<file path="src/rtl/snap_timer_pkg.sv">
package snap_timer_pkg;
  localparam int BYTE_W = 8;
  localparam int COUNT_W = 2 * BYTE_W;

  localparam logic [1:0] ADDR_LO   = 2'd0;
  localparam logic [1:0] ADDR_HI   = 2'd1;
  localparam logic [1:0] ADDR_MODE = 2'd2;
  localparam logic [1:0] ADDR_CTRL = 2'd3;

  // Strobes from control to datapath
  typedef struct packed {
    logic              tick;
    logic              loadLo;
    logic              loadHi;
    logic              capSnap;
    logic              clrFlag;
    logic [BYTE_W-1:0] wrByte;
  } dpStrobes_t;
endpackage

</file>
<file path="src/rtl/snap_timer_edge.sv">
module snap_timer_edge #(
  parameter int SYNC_STAGES = 2,
  parameter bit FALLING     = 1'b1
) (
  input  logic clk,
  input  logic rstN,
  input  logic asyncIn,
  output logic edgePulse
);
  localparam logic [SYNC_STAGES:0] RESET_VAL = FALLING ? '1 : '0;

  logic [SYNC_STAGES:0] pipe;
  logic syncVal;
  logic prevVal;

  always_ff @(posedge clk) begin
    if (!rstN) pipe <= RESET_VAL;
    else       pipe <= {pipe[SYNC_STAGES-1:0], asyncIn};
  end

  assign syncVal = pipe[SYNC_STAGES-1];
  assign prevVal = pipe[SYNC_STAGES];

  generate
    if (FALLING) begin : g_fall
      assign edgePulse = prevVal & ~syncVal;
    end else begin : g_rise
      assign edgePulse = ~prevVal & syncVal;
    end
  endgenerate
endmodule

</file>
<file path="src/rtl/snap_timer_tbase.sv">
module snap_timer_tbase #(
  parameter int DIV_SLOW    = 12,
  parameter int DIV_FAST    = 4,
  parameter int SYNC_STAGES = 2
) (
  input  logic       clk,
  input  logic       rstN,
  input  logic [2:0] srcSel,
  input  logic       extCountIn,
  input  logic       extOscDiv8,
  input  logic       t0Ovf,
  input  logic       t4Ovf,
  input  logic       t5Ovf,
  output logic       srcPulse
);
  localparam int SLOW_W = $clog2(DIV_SLOW);
  localparam int FAST_W = $clog2(DIV_FAST);
  localparam logic [SLOW_W-1:0] SLOW_LAST = SLOW_W'(DIV_SLOW - 1);
  localparam logic [FAST_W-1:0] FAST_LAST = FAST_W'(DIV_FAST - 1);

  logic [SLOW_W-1:0] slowCnt;
  logic [FAST_W-1:0] fastCnt;
  logic slowPulse, fastPulse, pinFall, oscRise;

  always_ff @(posedge clk) begin
    if (!rstN) begin
      slowCnt <= '0;
      fastCnt <= '0;
    end else begin
      slowCnt <= (slowCnt == SLOW_LAST) ? '0 : slowCnt + 1'b1;
      fastCnt <= (fastCnt == FAST_LAST) ? '0 : fastCnt + 1'b1;
    end
  end

  assign slowPulse = (slowCnt == SLOW_LAST);
  assign fastPulse = (fastCnt == FAST_LAST);

  snap_timer_edge #(.SYNC_STAGES(SYNC_STAGES), .FALLING(1'b1)) u_pinEdge (
    .clk(clk), .rstN(rstN), .asyncIn(extCountIn), .edgePulse(pinFall)
  );

  snap_timer_edge #(.SYNC_STAGES(SYNC_STAGES), .FALLING(1'b0)) u_oscEdge (
    .clk(clk), .rstN(rstN), .asyncIn(extOscDiv8), .edgePulse(oscRise)
  );

  always_comb begin
    unique case (srcSel)
      3'd0:    srcPulse = slowPulse;
      3'd1:    srcPulse = fastPulse;
      3'd2:    srcPulse = t0Ovf;
      3'd3:    srcPulse = pinFall;
      3'd4:    srcPulse = 1'b1;
      3'd5:    srcPulse = oscRise;
      3'd6:    srcPulse = t4Ovf;
      default: srcPulse = t5Ovf;
    endcase
  end
endmodule

</file>
<file path="src/rtl/snap_timer_ctrl.sv">
module snap_timer_ctrl
  import snap_timer_pkg::*;
(
  input  logic              clk,
  input  logic              rstN,
  input  logic [1:0]        regSel,
  input  logic              wrEn,
  input  logic [BYTE_W-1:0] wrData,
  input  logic              rdEn,
  input  logic              cpuIdle,
  input  logic              srcPulse,
  input  logic [BYTE_W-1:0] countLo,
  input  logic [BYTE_W-1:0] snapHi,
  input  logic              ovfFlag,
  output dpStrobes_t        strobes,
  output logic [2:0]        srcSel,
  output logic              irqEn,
  output logic              runBit,
  output logic              idleStop,
  output logic [BYTE_W-1:0] rdData
);
  logic wrLo, wrHi, wrMode, wrCtrl, gateOpen;

  assign wrLo   = wrEn && (regSel == ADDR_LO);
  assign wrHi   = wrEn && (regSel == ADDR_HI);
  assign wrMode = wrEn && (regSel == ADDR_MODE);
  assign wrCtrl = wrEn && (regSel == ADDR_CTRL);

  always_ff @(posedge clk) begin
    if (!rstN) begin
      srcSel   <= '0;
      irqEn    <= 1'b0;
      idleStop <= 1'b0;
      runBit   <= 1'b0;
    end else begin
      if (wrMode) begin
        idleStop <= wrData[7];
        srcSel   <= wrData[3:1];
        irqEn    <= wrData[0];
      end
      if (wrCtrl) runBit <= wrData[0];
    end
  end

  assign gateOpen = runBit && !(idleStop && cpuIdle);

  always_comb begin
    strobes.tick    = srcPulse && gateOpen && !wrLo && !wrHi;
    strobes.loadLo  = wrLo;
    strobes.loadHi  = wrHi;
    strobes.capSnap = rdEn && (regSel == ADDR_LO);
    strobes.clrFlag = wrCtrl && !wrData[7];
    strobes.wrByte  = wrData;
  end

  always_comb begin
    unique case (regSel)
      ADDR_LO:   rdData = countLo;
      ADDR_HI:   rdData = snapHi;
      ADDR_MODE: rdData = {idleStop, 3'b000, srcSel, irqEn};
      default:   rdData = {ovfFlag, 6'b000000, runBit};
    endcase
  end
endmodule

</file>
<file path="src/rtl/snap_timer_dp.sv">
module snap_timer_dp
  import snap_timer_pkg::*;
(
  input  logic               clk,
  input  logic               rstN,
  input  dpStrobes_t         strobes,
  output logic [COUNT_W-1:0] count,
  output logic [BYTE_W-1:0]  snapHi,
  output logic               ovfFlag,
  output logic               ovfPulse
);
  logic wrap;

  assign wrap = strobes.tick && (count == '1);

  always_ff @(posedge clk) begin
    if (!rstN) begin
      count    <= '0;
      snapHi   <= '0;
      ovfFlag  <= 1'b0;
      ovfPulse <= 1'b0;
    end else begin
      if (strobes.loadLo) count[BYTE_W-1:0] <= strobes.wrByte;
      if (strobes.loadHi) count[COUNT_W-1:BYTE_W] <= strobes.wrByte;
      if (strobes.tick)   count <= count + 1'b1;
      if (strobes.capSnap) snapHi <= count[COUNT_W-1:BYTE_W];
      // hardware set outranks software clear
      if (wrap)                 ovfFlag <= 1'b1;
      else if (strobes.clrFlag) ovfFlag <= 1'b0;
      ovfPulse <= wrap;
    end
  end
endmodule

</file>
<file path="src/rtl/snap_timer.sv">
module snap_timer
  import snap_timer_pkg::*;
#(
  parameter int DIV_SLOW    = 12,
  parameter int DIV_FAST    = 4,
  parameter int SYNC_STAGES = 2
) (
  input  logic         clk,
  input  logic         rstN,
  input  logic [1:0]   regSel,
  input  logic         wrEn,
  input  logic [7:0]   wrData,
  input  logic         rdEn,
  output logic [7:0]   rdData,
  input  logic         cpuIdle,
  input  logic         extCountIn,
  input  logic         extOscDiv8,
  input  logic         t0Ovf,
  input  logic         t4Ovf,
  input  logic         t5Ovf,
  output logic [15:0]  countValue,
  output logic         ovfPulse,
  output logic         irqReq
);
  dpStrobes_t        strobes;
  logic [2:0]        srcSel;
  logic              srcPulse, irqEn, runBit, idleStop, ovfFlag;
  logic [BYTE_W-1:0] snapHi;

  snap_timer_tbase #(.DIV_SLOW(DIV_SLOW), .DIV_FAST(DIV_FAST), .SYNC_STAGES(SYNC_STAGES)) u_tbase (
    .clk(clk), .rstN(rstN), .srcSel(srcSel), .extCountIn(extCountIn),
    .extOscDiv8(extOscDiv8), .t0Ovf(t0Ovf), .t4Ovf(t4Ovf), .t5Ovf(t5Ovf),
    .srcPulse(srcPulse)
  );

  snap_timer_ctrl u_ctrl (
    .clk(clk), .rstN(rstN), .regSel(regSel), .wrEn(wrEn), .wrData(wrData),
    .rdEn(rdEn), .cpuIdle(cpuIdle), .srcPulse(srcPulse),
    .countLo(countValue[BYTE_W-1:0]), .snapHi(snapHi), .ovfFlag(ovfFlag),
    .strobes(strobes), .srcSel(srcSel), .irqEn(irqEn), .runBit(runBit),
    .idleStop(idleStop), .rdData(rdData)
  );

  snap_timer_dp u_dp (
    .clk(clk), .rstN(rstN), .strobes(strobes), .count(countValue),
    .snapHi(snapHi), .ovfFlag(ovfFlag), .ovfPulse(ovfPulse)
  );

  assign irqReq = ovfFlag && irqEn;
endmodule

</file>
<file path="config.mk">
export PLATFORM = sky130hd
export DESIGN_NAME = snap_timer
export DESIGN_NICKNAME = d
export VERILOG_FILES = /design/src/rtl/snap_timer_pkg.sv /design/src/rtl/snap_timer_edge.sv /design/src/rtl/snap_timer_tbase.sv /design/src/rtl/snap_timer_ctrl.sv /design/src/rtl/snap_timer_dp.sv /design/src/rtl/snap_timer.sv
export SDC_FILE = /design/constraint.sdc
export NUM_CORES = 1
export LEC_CHECK = 0
export ABC_AREA = 1
export BUFFER_PORTS_ARGS = -buffer_cell sky130_fd_sc_hd__buf_2
export CORE_MARGIN = 1
export CORE_UTILIZATION = 30
export CTS_BUF_LIST = sky130_fd_sc_hd__clkbuf_8
export DETAILED_ROUTE_END_ITERATION = 10
export SYNTH_ARGS = -nofsm -noshare
export SYNTH_HDL_FRONTEND = slang
export SYNTH_HIERARCHICAL = 1
export SYNTH_SLANG_ARGS = --single-unit
</file>
<file path="constraint.sdc">
create_clock -name clk -period 2.17 [get_ports clk]
set_input_delay 0.3255 -clock clk [delete_from_list [all_inputs] [get_ports clk]]
set_output_delay 0.3255 -clock clk [all_outputs]
set_load 0.01 [all_outputs]
</file>
[Word level (Yosys, flattened, before mapping)]
Cells that the tools add are included.
Storage, ports and cells
  register bits: 44
  output and inout bits: 26
Operators by class
  add/subtract/negate cells: 3
  bitwise gates (word level): 5
  eq/ne operators: 12
  muxes and demuxes: 7
  reductions and logical operators: 24
Operators with widths (count)
  $pmux 8 s3: 1
  $add 16x1->16 const B: 1
  $eq 16x16->1 const B: 1
  $mux 16: 1
  $mux 8: 2
  $logic_and 1x1->1: 13
  $eq 3x3->1 const B: 3
  $pmux 1 s7: 1
  $eq 2x2->1 const B: 3
  $eq 3x2->1 const B: 2
  $reduce_bool 2->1: 3
  $add 4x1->4 const B: 1
  $eq 4x4->1 const B: 1
  $logic_not 1->1: 4
  $reduce_or 2->1: 2
  $eq 3x1->1 const B: 1
  $logic_not 3->1: 1
  $not 1->1: 3
  $add 2x1->2 const B: 1
  $and 1x1->1: 2
  $eq 2x1->1 const B: 1
  $logic_not 2->1: 1
  $mux 1: 2

[Longest topological paths before layout]
Gate-level depths: netlist (run 1).
  depth after elaboration: 8
  mapped depth: 17
  mapped depth without buffers: 17

[Cells and area by module]
Netlist (run 1), hierarchy kept.
By module, submodules not included
  snap_timer_dp: cells each 206, area each 1425.1 um^2, seq. area each 520.5 um^2, instances 1
  snap_timer_ctrl: cells each 96, area each 573.0 um^2, seq. area each 120.1 um^2, instances 1
  snap_timer_tbase: cells each 43, area each 309.0 um^2, seq. area each 120.1 um^2, instances 1
  snap_timer_edge at u_tbase.u_oscEdge: cells each 11, area each 92.6 um^2, seq. area each 60.1 um^2, instances 1
  snap_timer_edge at u_tbase.u_pinEdge: cells each 11, area each 90.1 um^2, seq. area each 60.1 um^2, instances 1
  snap_timer: cells each 2, area each 7.5 um^2, seq. area each 0.0 um^2, instances 1

[Worst setup path after synthesis (run 1)]
Ideal clock, no wire load.
  path type: reg-to-reg
  from: register u_tbase.slowCnt[0]
  to: register u_dp.count[9]
  stages on the path, launching flop included: 14
  arrival time: 1.707 ns
  buffers on the path: 1
  period minus slack after synthesis: 1.828 ns
  required time: 2.048 ns
  library setup time: 0.122 ns
  path slack: 0.342 ns
  cell sequence: dfxtp_1 ha_1 nand4_1 nand3_1 nand2_1 inv_1 nand3_1 a21oi_1 inv_2 buf_4 nand2_1 o21ai_0 inv_1 a21oi_2
RTL lines
  start, declared: line snap_timer_tbase.sv:21  | logic [SLOW_W-1:0] slowCnt;
  start signal, assigned: line snap_timer_tbase.sv:30  | slowCnt <= (slowCnt == SLOW_LAST) ? '0 : slowCnt + 1'b1;
  end signal, assigned by index: line snap_timer_dp.sv:23  | if (strobes.loadLo) count[BYTE_W-1:0] <= strobes.wrByte;
  end signal, assigned by index: line snap_timer_dp.sv:24  | if (strobes.loadHi) count[COUNT_W-1:BYTE_W] <= strobes.wrByte;
  end signal, assigned: line snap_timer_dp.sv:25  | if (strobes.tick) count <= count + 1'b1;
  end, declared: line snap_timer_dp.sv:7  | output logic [COUNT_W-1:0] count,

==> impl_results.md, run 1 <==
- Status: complete, no violations
- Hold Path Stages: 3
- Final core occ: 36.23%
- Post-Place Setup Slack: 0.2120 ns
- DIE AREA: 8694 µm²
- Leading cell type in the layout, fill and taps excluded: nand2_1
- Layout cells sized above 1: 20.34%
- CTS root buffer: clkbuf_8
- GPL Wtd Cong: 0.8419
- Synth warn: 6
- Worst rel slew slack: 72.45%
- Critical path class: flop to flop
- CTS tree: done
- Post-Syn Area per Cell: 6.768 µm²
- Storage cell area: 880.8 µm²
- Netlist cell types: 33
- Die H: 93.24 µm
- Initial antenna violation count: 0
- Worst-path clk slew: 0.08 ns
- CP max FO: 10
- CP top delay family: compound AO/OA/AOI/OAI gates
- CP peak stage delay: 0.37 ns
- Drt initial violations: 151
- R2r worst-path depth: 11
- Final setup violation count: 0
- Max-cap violations: 0
- Setup ws final: 0.1652 ns
- WP buf/inv: 2
- Design area: 2858 µm²
- Register-to-register setup slack: 0.17 ns
- Worst min path class: input port to flop
- Hold_sp: extCountIn
- Mux share of post-synthesis cell area: 0%
- Final Max Slew Viols: 0
- Tightest Pin Transition: 0.4132 ns
- Startpoint types: flop
- Routed vias/inst: 4.910
- Avg WL per Cell: 13.52 µm
- Hold Vio Cnt, Final: 0
- Layout filler cell count: 854
- Layout area overhead: 14.43%
- Num ports: 46
- Post-DRT Antenna Nets: 0
- DRC Markers: 0
- Fmax achieved: 498.8 MHz
- Number of H-tree levels: 2
- Global-route usage over all layers: 16.53%
- Initial Utilization: 31.66%
- Worst reg2reg path endpoint: u_dp/count[3]
- Arrival @ worst endpoint: 2.23 ns
- HPWL Detailed: 5256 µm
- Chip Width: 93.24 µm
- CTS Buf Count: 5
- Largest family of logic cells by synthesized area: simple AND/OR/NAND/NOR gates
- Clock tree sinks: 44
- Clock Latency Late Sink: 0.30 ns
- Leakage power: 0.001301 µW
- Slowest CP cell: dfxtp_1
- Reg2Reg Launch Point: u_tbase/slowCnt[0]
- Number of I/O port buffers: 45
- Mapped cell area: 2497 µm²
- Mapped Nets: 392
- Antenna cell count: 0
- Grt ovf: 0
- Largest net degree at the start of global routing: 25
- Most frequent cells in the layout: nand2_1, inv_1, buf_2, dfxtp_1, nand3_1
- Power Dens Cells: 566.2 nW/µm²
- Synth Area in Simple Gates: 34.27%
- RSZ-0062 raised after global routing: true
- Num rows: 32
- Post-route minimum period: 2.005 ns
- Post-synthesis xor/xnor area fraction: 0.7014%
- Dpl cell area: 2751 µm²
- Seq cells post-synth: 44
- Area of the multi-input gates: 1291 µm²
- Worst-path cell chain: ha_2 > nand4_1 > nand3_1 > nand2_1 > inv_1 > nand3_1 > a21oi_4 > clkinvlp_4 > a21oi_1 > o21ai_0 > a21oi_1
- Compound-Gate Fraction of Synth Area: 14.68%
- First-pass GRT wire length: 11,040 µm
- Total Power: 1618 µW
- Vias in the first global route: 2,312
- Register area share after synthesis: 35.27%
- CP endpoint kind: flop
- Hold endpoint: u_tbase/u_pinEdge/pipe[0]
- Adder-Cell Fraction of Synth Area: 1.503%
- Fin crit share: 92.39%
- Post-synthesis cell count: 369
- Nets: 431
- Clock Path Buffers: 2
- Clk_skew: 0.008788 ns
- Worst EP required: 2.39 ns
- DR pass1 iterations: 6
- Final wirelength: 6897 µm
- Max IR drop VDD: 0.2309 mV
- Total vias in the final route: 2,504
- Core Box Area: 7888 µm²
==> repair_timing <==
item / 4_1_cts / 5_1_grt
hold buffers: 0 / 0
gates resized for setup: 0 / 5
endpoints found under the setup margin: 0 / 4
setup buffers: 0 / 0
==> through the flow <==
step           hold WS, ns  setup TNS [ns]  cells
2_1_floorplan       0.3795               0    369
3_3_place_gp        0.3812               0    502
3_5_place_dp        0.3888               0    502
4_1_cts             0.1874               0    509
5_1_grt             0.1919        -0.01204    510
6_report            0.1949               0    510
==> cell families after synthesis <==
logic type	Yosys count
xor gates and xnor gates	2
AOI/OAI and AO/OA	66
buffers and inverters	72
DFF	44
adders and majority gates	3
and+or+nand+nor	182
==> state kept, by name (all words and copies together), names as in the netlist <==
signal                  count
u_dp/count                 16
u_dp/snapHi                 8
u_tbase/slowCnt             4
u_ctrl/srcSel               3
u_tbase/u_oscEdge/pipe      3
u_tbase/u_pinEdge/pipe      3
u_tbase/fastCnt             2
u_ctrl/idleStop             1
u_ctrl/irqEn                1
u_ctrl/runBit               1
u_dp/ovfFlag                1
u_dp/ovfPulse               1
==> layout make-up <==
class | instances | area share (%)
Multi-Input combinational cell | 253 | 45.18
Clock inverter | 2 | 0.4378
Clock buffer | 5 | 2.408
Timing Repair inverter | 1 | 0.2627
Sequential cell | 44 | 30.82
Inverter | 54 | 7.356
Timing Repair Buffer | 49 | 9.063
Tap cell | 102 | 4.466
==> routing by layer <==
layer	vias to the layer above	track usage, %	part of all wire [%]
met1	1136	21.90	46
met4	0	6.923	2.2
met3	15	3.577	6.6
met5	-	0	0
li1	1260	-	-
met2	93	25.86	45
==> synthesized netlist by cell type, drive strengths merged <==
master	n	share of area, %
or2	1	0.25
o22ai	2	0.50
clkbuf	2	0.30
ha	3	1.5
a31oi	2	0.50
nor2	41	8.4
buf	16	4.9
o21ai	31	6.2
inv	54	8.4
o32ai	1	0.35
o21bai	5	1.8
dfxtp	44	35
nand3	36	8.1
nand4	10	2.5
xnor2	2	0.70
a21oi	25	5.3
nand2	90	14
nor3	3	0.60
nor3b	1	0.30
==> tightest hold or removal path: stages <==
cell	delay, ns
buf_2	0.07
inv_1	0.03
nand2_1	0.04
==> power by group <==
group	total, µW	leakage [µW]	switching, µW	internal (µW)
clock network	502	0.0000400	284	218
logic	223	0.000901	139	84.0
registers	892	0.000360	43.5	849
total	1620	0.00130	467	1150
==> how the worst max path moves through the flow <==
stage / start / to / slack [ns] / cells past startpoint
6_report: u_tbase/slowCnt[0] / u_dp/count[3] / 0.17 / 11
3_3_place_gp: u_tbase/slowCnt[0] / u_dp/ovfFlag / 0.21 / 12
2_1_floorplan: u_tbase/slowCnt[0] / u_dp/count[9] / 0.34 / 13
5_1_grt: u_tbase/fastCnt[0] / u_dp/count[3] / -0.01 / 13
3_5_place_dp: u_tbase/slowCnt[0] / u_dp/ovfFlag / 0.21 / 12
4_1_cts: u_tbase/slowCnt[0] / u_dp/ovfFlag / 0.18 / 12
Power figures use the tool's default switching activity.
==> run 2: changes to the inputs <==
Settings changed: CORE_UTILIZATION 30 to 45, PLACE_DENSITY set to 0.67.
==> impl_results.md, run 2 (synthesis gave the netlist of run 1 again) <==
- Status: complete, no violations (unchanged)
- CP endpoint kind: flop (unchanged)
- Die H: 76.50 µm (was 93.24 µm)
- Design area: 2815 µm² (was 2858 µm²)
- Drt initial violations: 224 (was 151)
- Global-route usage over all layers: 23.25% (was 16.53%)
- Core Box Area: 5238 µm² (was 7888 µm²)
- Routed vias/inst: 5.203 (was 4.910)
- Hold slack final: 0.1952 ns (was 0.1949 ns)
- Max reg flops: 16 (unchanged)
- DRC Markers: 0 (unchanged)
- CTS Buf Count: 5 (unchanged)
- Hold Vio Cnt, Final: 0 (unchanged)
- Post-DRT Antenna Nets: 0 (unchanged)
- CTS tree: done (unchanged)
- Clock tree sinks: 44 (unchanged)
- Avg WL per Cell: 13.70 µm (was 13.52 µm)
- Leakage power: 0.001310 µW (was 0.001301 µW)
- Layout cells sized above 1: 19.85% (was 20.34%)
- Number of I/O port buffers: 45 (unchanged)
- Fmax achieved: 484.6 MHz (was 498.8 MHz)
- Most frequent cells in the layout: nand2_1, inv_1, buf_2, dfxtp_1, nand3_1 (unchanged)
- Tightest Pin Transition: 0.3434 ns (was 0.4132 ns)
- Final wirelength: 6548 µm (was 6897 µm)
- DR pass1 iterations: 4 (was 6)
- Largest net degree at the start of global routing: 22 (was 25)
- Setup repair bufs after CTS: 0 (unchanged)
- Antenna cell count: 0 (unchanged)
- CTS root buffer: clkbuf_8 (unchanged)
- Startpoint types: flop (unchanged)
- Clk_skew: 0.006473 ns (was 0.008788 ns)
- CTS resizes: 0 (unchanged)
- Clock Path Buffers: 2 (unchanged)
- GPL Wtd Cong: 0.8718 (was 0.8419)
- Worst rel slew slack: 76.93% (was 72.45%)
- Arrival @ worst endpoint: 2.26 ns (was 2.23 ns)
- Vias in the first global route: 2,310 (was 2,312)
- Initial antenna violation count: 0 (unchanged)
- Num ports: 46 (unchanged)
- Hold_buf cts: 0 (unchanged)
- DIE AREA: 5851 µm² (was 8694 µm²)
- Layout area overhead: 12.73% (was 14.43%)
- First-pass GRT wire length: 10,880 µm (was 11,040 µm)
- Post-route minimum period: 2.063 ns (was 2.005 ns)
- Max IR drop VDD: 0.3998 mV (was 0.2309 mV)
- Max-cap violations: 0 (unchanged)
- Power Dens Cells: 569.7 nW/µm² (was 566.2 nW/µm²)
- Worst min path class: input port to flop (unchanged)
- Leading cell type in the layout, fill and taps excluded: nand2_1 (unchanged)
- Chip Width: 76.50 µm (was 93.24 µm)
- Num rows: 26 (was 32)
- Dpl cell area: 2711 µm² (was 2751 µm²)
- Largest registers: u_dp/count: 16 flops, u_dp/snapHi: 8 flops, u_tbase/slowCnt: 4 flops (unchanged)
- Nets: 431 (unchanged)
- HPWL Detailed: 4800 µm (was 5256 µm)
- Fin crit share: 95.09% (was 92.39%)
- Clock Latency Late Sink: 0.30 ns (about the same)
- Number of H-tree levels: 2 (unchanged)
- Critical path class: flop to flop (unchanged)
- Largest register by flop count: u_dp/count (unchanged)
- Final Max Slew Viols: 0 (unchanged)
- Worst EP required: 2.37 ns (was 2.39 ns)
- CP max FO: 14 (was 10)
- Grt ovf: 0 (unchanged)
- Final setup violation count: 0 (unchanged)
- Initial Utilization: 47.68% (was 31.66%)
- Total vias in the final route: 2,487 (was 2,504)
- Worst-path clk slew: 0.08 ns (about the same)
-- run 2: path summary, 6_finish.rpt --
check / cells after the start / start / end / slack [ns]
hold / removal: 3 / extCountIn / u_tbase/u_pinEdge/pipe[0] / 0.20
setup reg to reg: 12 / u_tbase/slowCnt[0] / u_dp/ovfFlag / 0.11
setup / recovery: 12 / u_tbase/slowCnt[0] / u_dp/ovfFlag / 0.11
hold reg to reg: 2 / u_tbase/u_pinEdge/pipe[0] / u_tbase/u_pinEdge/pipe[1] / 0.41
-- run 2: metrics by stage --
step	total power, µW	setup TNS (ns)	instances	util, %	setup slack, ns
finish	1604	0	478	53.75	0.1065
global route	1678	-0.006734	478	53.75	-0.006734
CTS	1614	0	477	53.25	0.1367
detailed placement	1126	0	470	51.77	0.1569
global placement	1123	0	470	51.77	0.2222
floorplan	1053	0	369	-	0.3416
-- run 2: final cells by class --
type                            instances  area, µm²
Timing Repair inverter                  1      7.507
Fill cell                             535       2422
Timing Repair Buffer                   49      262.8
Inverter                               54      210.2
Clock inverter                          2      8.758
Clock buffer                            5      68.82
Tap cell                               70      87.58
Sequential cell                        44      880.8
Multi-Input combinational cell        253       1289
-- run 2: routing by layer --
metal	wire, µm	vias up	global-route usage, %	part of all wire (%)
met4	77	0	6.923	1.2
met1	3078	1137	30.33	47
met5	0	-	0	0
met2	3048	79	38.29	47
met3	344	10	4.910	5.3
li1	-	1261	-	-
-- run 2: power by group --
group          switching, µW  total (µW)  internal, µW
sequential              40.8         890           849
clock                    278         493           215
combinational            137         221          84.1
-- run 2: critical path, cell delays in order, from the launching register on --
cell and delay, ns:
dfxtp_1 0.37, ha_1 0.21, nand4_1 0.11, nand3_1 0.08, nand2_1 0.06, inv_1 0.05
nand3_1 0.12, a21oi_4 0.24, buf_8 0.19, nand2_1 0.08, nor3_1 0.20, nand2_1 0.11
o32ai_1 0.14
==> run 3: changes to the inputs <==
Settings changed: CORE_ASPECT_RATIO set to 0.5, CORE_UTILIZATION 45 to 46, PLACE_DENSITY 0.67 to 0.68.
==> impl_results.md, run 3 (synthesis gave the netlist of run 1 again) <==
- Status: complete, no violations (unchanged)
- Most common cell on crit path: nand2_1 (unchanged)
- R2r worst-path depth: 14 (was 12)
- Post-DRT Antenna Nets: 0 (unchanged)
- Chip Width: 106.2 µm (was 76.50 µm)
- DR pass1 iterations: 5 (was 4)
- Worst reg2reg path endpoint: u_dp/ovfFlag (unchanged)
- CTS Buf Count: 5 (unchanged)
- Global-route usage over all layers: 23.35% (was 23.25%)
- Slowest CP cell: dfxtp_1 (unchanged)
- Avg WL per Cell: 13.53 µm (was 13.70 µm)
- Critical path class: flop to flop (unchanged)
- HPWL Detailed: 4961 µm (was 4800 µm)
- Max IR drop VDD: 0.3235 mV (was 0.3998 mV)
- Reg2Reg Launch Point: u_tbase/fastCnt[0] (was u_tbase/slowCnt[0])
- Hold_sp: extCountIn (unchanged)
- Drt initial violations: 152 (was 224)
- Leakage power: 0.001323 µW (was 0.001310 µW)
- RSZ-0062 raised after global routing: false
- Worst-path cell chain: ha_1 > nand2_1 > nand3_1 > nand2_1 > nand2_1 > nand2_1 > inv_1 > nand3_1 > a21oi_4 > buf_6 > nand2_1 > nor3_1 > nand2_1 > o32ai_1 (was ha_1 > nand4_1 > nand3_1 > nand2_1 > inv_1 > nand3_1 > a21oi_4 > buf_8 > nand2_1 > nor3_1 > nand2_1 > o32ai_1)
- Clock Path Buffers: 2 (unchanged)
- Worst EP required: 2.37 ns (about the same)
- Layout area overhead: 13.78% (was 12.73%)
- Max reg flops: 16 (unchanged)
- Leading cell type in the layout, fill and taps excluded: nand2_1 (unchanged)
- Int Pwr: 1270 µW (was 1148 µW)
- Met1 Usage GRT: 31.67% (was 30.33%)
- Startpoint types: flop (unchanged)
- Initial Utilization: 49.28% (was 47.68%)
- Clock Latency Late Sink: 0.29 ns (was 0.30 ns)
- Clock tree sinks: 44 (unchanged)
- Design area: 2841 µm² (was 2815 µm²)
- Fin Setup TNS: 0 ns (unchanged)
- Tightest Pin Transition: 0.3475 ns (was 0.3434 ns)
- Arrival @ worst endpoint: 2.21 ns (was 2.26 ns)
- Initial antenna violation count: 0 (unchanged)
- Worst-path clk slew: 0.08 ns (about the same)
- Grt ovf: 0 (unchanged)
- Setup repair bufs after CTS: 0 (unchanged)
- Worst rel slew slack: 76.81% (was 76.93%)
- Clock Power Share: 35.4% (was 30.7%)
- Placed insts: 470 (unchanged)
- Final setup violation count: 0 (unchanged)
- Finished Layout Cells: 479 (was 478)
- Worst min path class: input port to flop (unchanged)
- Final Max Slew Viols: 0 (unchanged)
- Number of H-tree levels: 2 (unchanged)
- Share of power burned in registers: 51.8% (was 55.5%)
- Max-cap violations: 0 (unchanged)
- Vias in the first global route: 2,070 (was 2,310)
- Post-route minimum period: 2.011 ns (was 2.063 ns)
- Routed vias/inst: 5.203 (about the same)
- Number of I/O port buffers: 45 (unchanged)
- Global Route met3 Usage: 5.206% (was 4.910%)
- Total vias in the final route: 2,492 (was 2,487)
- Hold endpoint: u_tbase/u_pinEdge/pipe[0] (unchanged)
- CTS root buffer: clkbuf_8 (unchanged)
- Die H: 54.10 µm (was 76.50 µm)
- Worst setup path startpoint: u_tbase/fastCnt[0] (was u_tbase/slowCnt[0])
- CP peak stage delay: 0.34 ns (was 0.37 ns)
- Largest register by flop count: u_dp/count (unchanged)
- First-pass GRT wire length: 10,030 µm (was 10,880 µm)
- CP max FO: 14 (unchanged)
- Register-to-register setup slack: 0.16 ns (was 0.11 ns)
- Final wirelength: 6481 µm (was 6548 µm)
- Num ports: 46 (unchanged)
- Switching share of power: 26.21% (was 28.43%)
- Fin crit share: 92.68% (was 95.09%)
- Dpl cell area: 2711 µm² (unchanged)
- CTS tree: done (unchanged)
- Switching power: 451.1 µW (was 456.0 µW)
- Comb pwr share: 12.8% (was 13.8%)
- Nets: 431 (unchanged)
- Largest net degree at the start of global routing: 22 (unchanged)
- Hold Vio Cnt, Final: 0 (unchanged)
- Core Box Area: 5067 µm² (was 5238 µm²)
- Layout cells sized above 1: 20.05% (was 19.85%)
- Largest registers: u_dp/count: 16 flops, u_dp/snapHi: 8 flops, u_tbase/slowCnt: 4 flops (unchanged)
- Antenna cell count: 0 (unchanged)
- GR peak layer: met2 (unchanged)
- Fmax achieved: 497.2 MHz (was 484.6 MHz)
- CP endpoint kind: flop (unchanged)
- Hold Path Stages: 3 (unchanged)
- Num rows: 18 (was 26)
- Power Dens Cells: 605.7 nW/µm² (was 569.7 nW/µm²)
- GR Util met2: 37.99% (was 38.29%)
- DIE AREA: 5745 µm² (was 5851 µm²)
- DRC Markers: 0 (unchanged)
- Clk_skew: 0.006087 ns (was 0.006473 ns)
- GPL Wtd Cong: 0.8738 (was 0.8718)
- Most frequent cells in the layout: nand2_1, inv_1, buf_2, dfxtp_1, nand3_1 (unchanged)
==> run 3: worst max-delay path: cells and delay by family, from the launching register on <==
kind,cells,cell delay [ns]
AND/OR/NAND/NOR,9,0.77
flip-flops,1,0.34
AO/OA/AOI/OAI,2,0.34
buffers and inverters,2,0.25
adder cells (fa/ha/maj),1,0.20
==> run 3: per-layer routing <==
metal  share of wire (%)  vias up
met2                  45      100
li1                    -     1256
met5                   0        -
met3                 8.1        4
met1                  47     1132
met4                0.46        0
==> run 3: timing repair <==
item,CTS,global route
hold buffers,0,0
endpoints found under the setup margin,0,4
gates resized for setup,0,4
==> run 3: power groups by stage <==
| stage | Clock (µW) | Sequential, µW | Combinational, µW |
|---|---|---|---|
| after floorplan | 0 | 905 | 148 |
| after global placement | 0 | 908 | 213 |
| after detailed placement | 0 | 910 | 217 |
| after CTS | 634 | 891 | 218 |
| after global routing | 673 | 897 | 246 |
| final | 609 | 891 | 221 |
==> run 3: cell type report <==
cell class / instances / area [µm²]
clock buffers: 5 / 68.82
flip-flops and latches: 44 / 880.8
multi-input cells: 253 / 1289
inverters: 54 / 210.2
well taps: 70 / 87.58
repair buffers: 49 / 259.0
repair inverters: 1 / 7.507
fillers: 504 / 2226
clock inverters: 3 / 38.79
==> run 3: stage by stage <==
| step | hold WS, ns | total power [µW] | setup slack, ns | util [%] |
|---|---|---|---|---|
| after floorplan | 0.3795 | 1053 | 0.3416 | - |
| after CTS | 0.1870 | 1743 | 0.1724 | 55.63 |
| after global routing | 0.1886 | 1817 | 0.02482 | 56.07 |
| after detailed placement | 0.3927 | 1127 | 0.1901 | 53.51 |
| after global placement | 0.3840 | 1121 | 0.2021 | 53.51 |
| final | 0.1976 | 1721 | 0.1589 | 56.07 |
==> run 3: worst max path at each step <==
stage                          endpoint  slack [ns]  depth (start not counted)
after global routing       u_dp/ovfFlag        0.02                         12
after floorplan           u_dp/count[9]        0.34                         13
after global placement     u_dp/ovfFlag        0.20                         12
after CTS                  u_dp/ovfFlag        0.17                         12
final                      u_dp/ovfFlag        0.16                         14
after detailed placement   u_dp/ovfFlag        0.19                         12
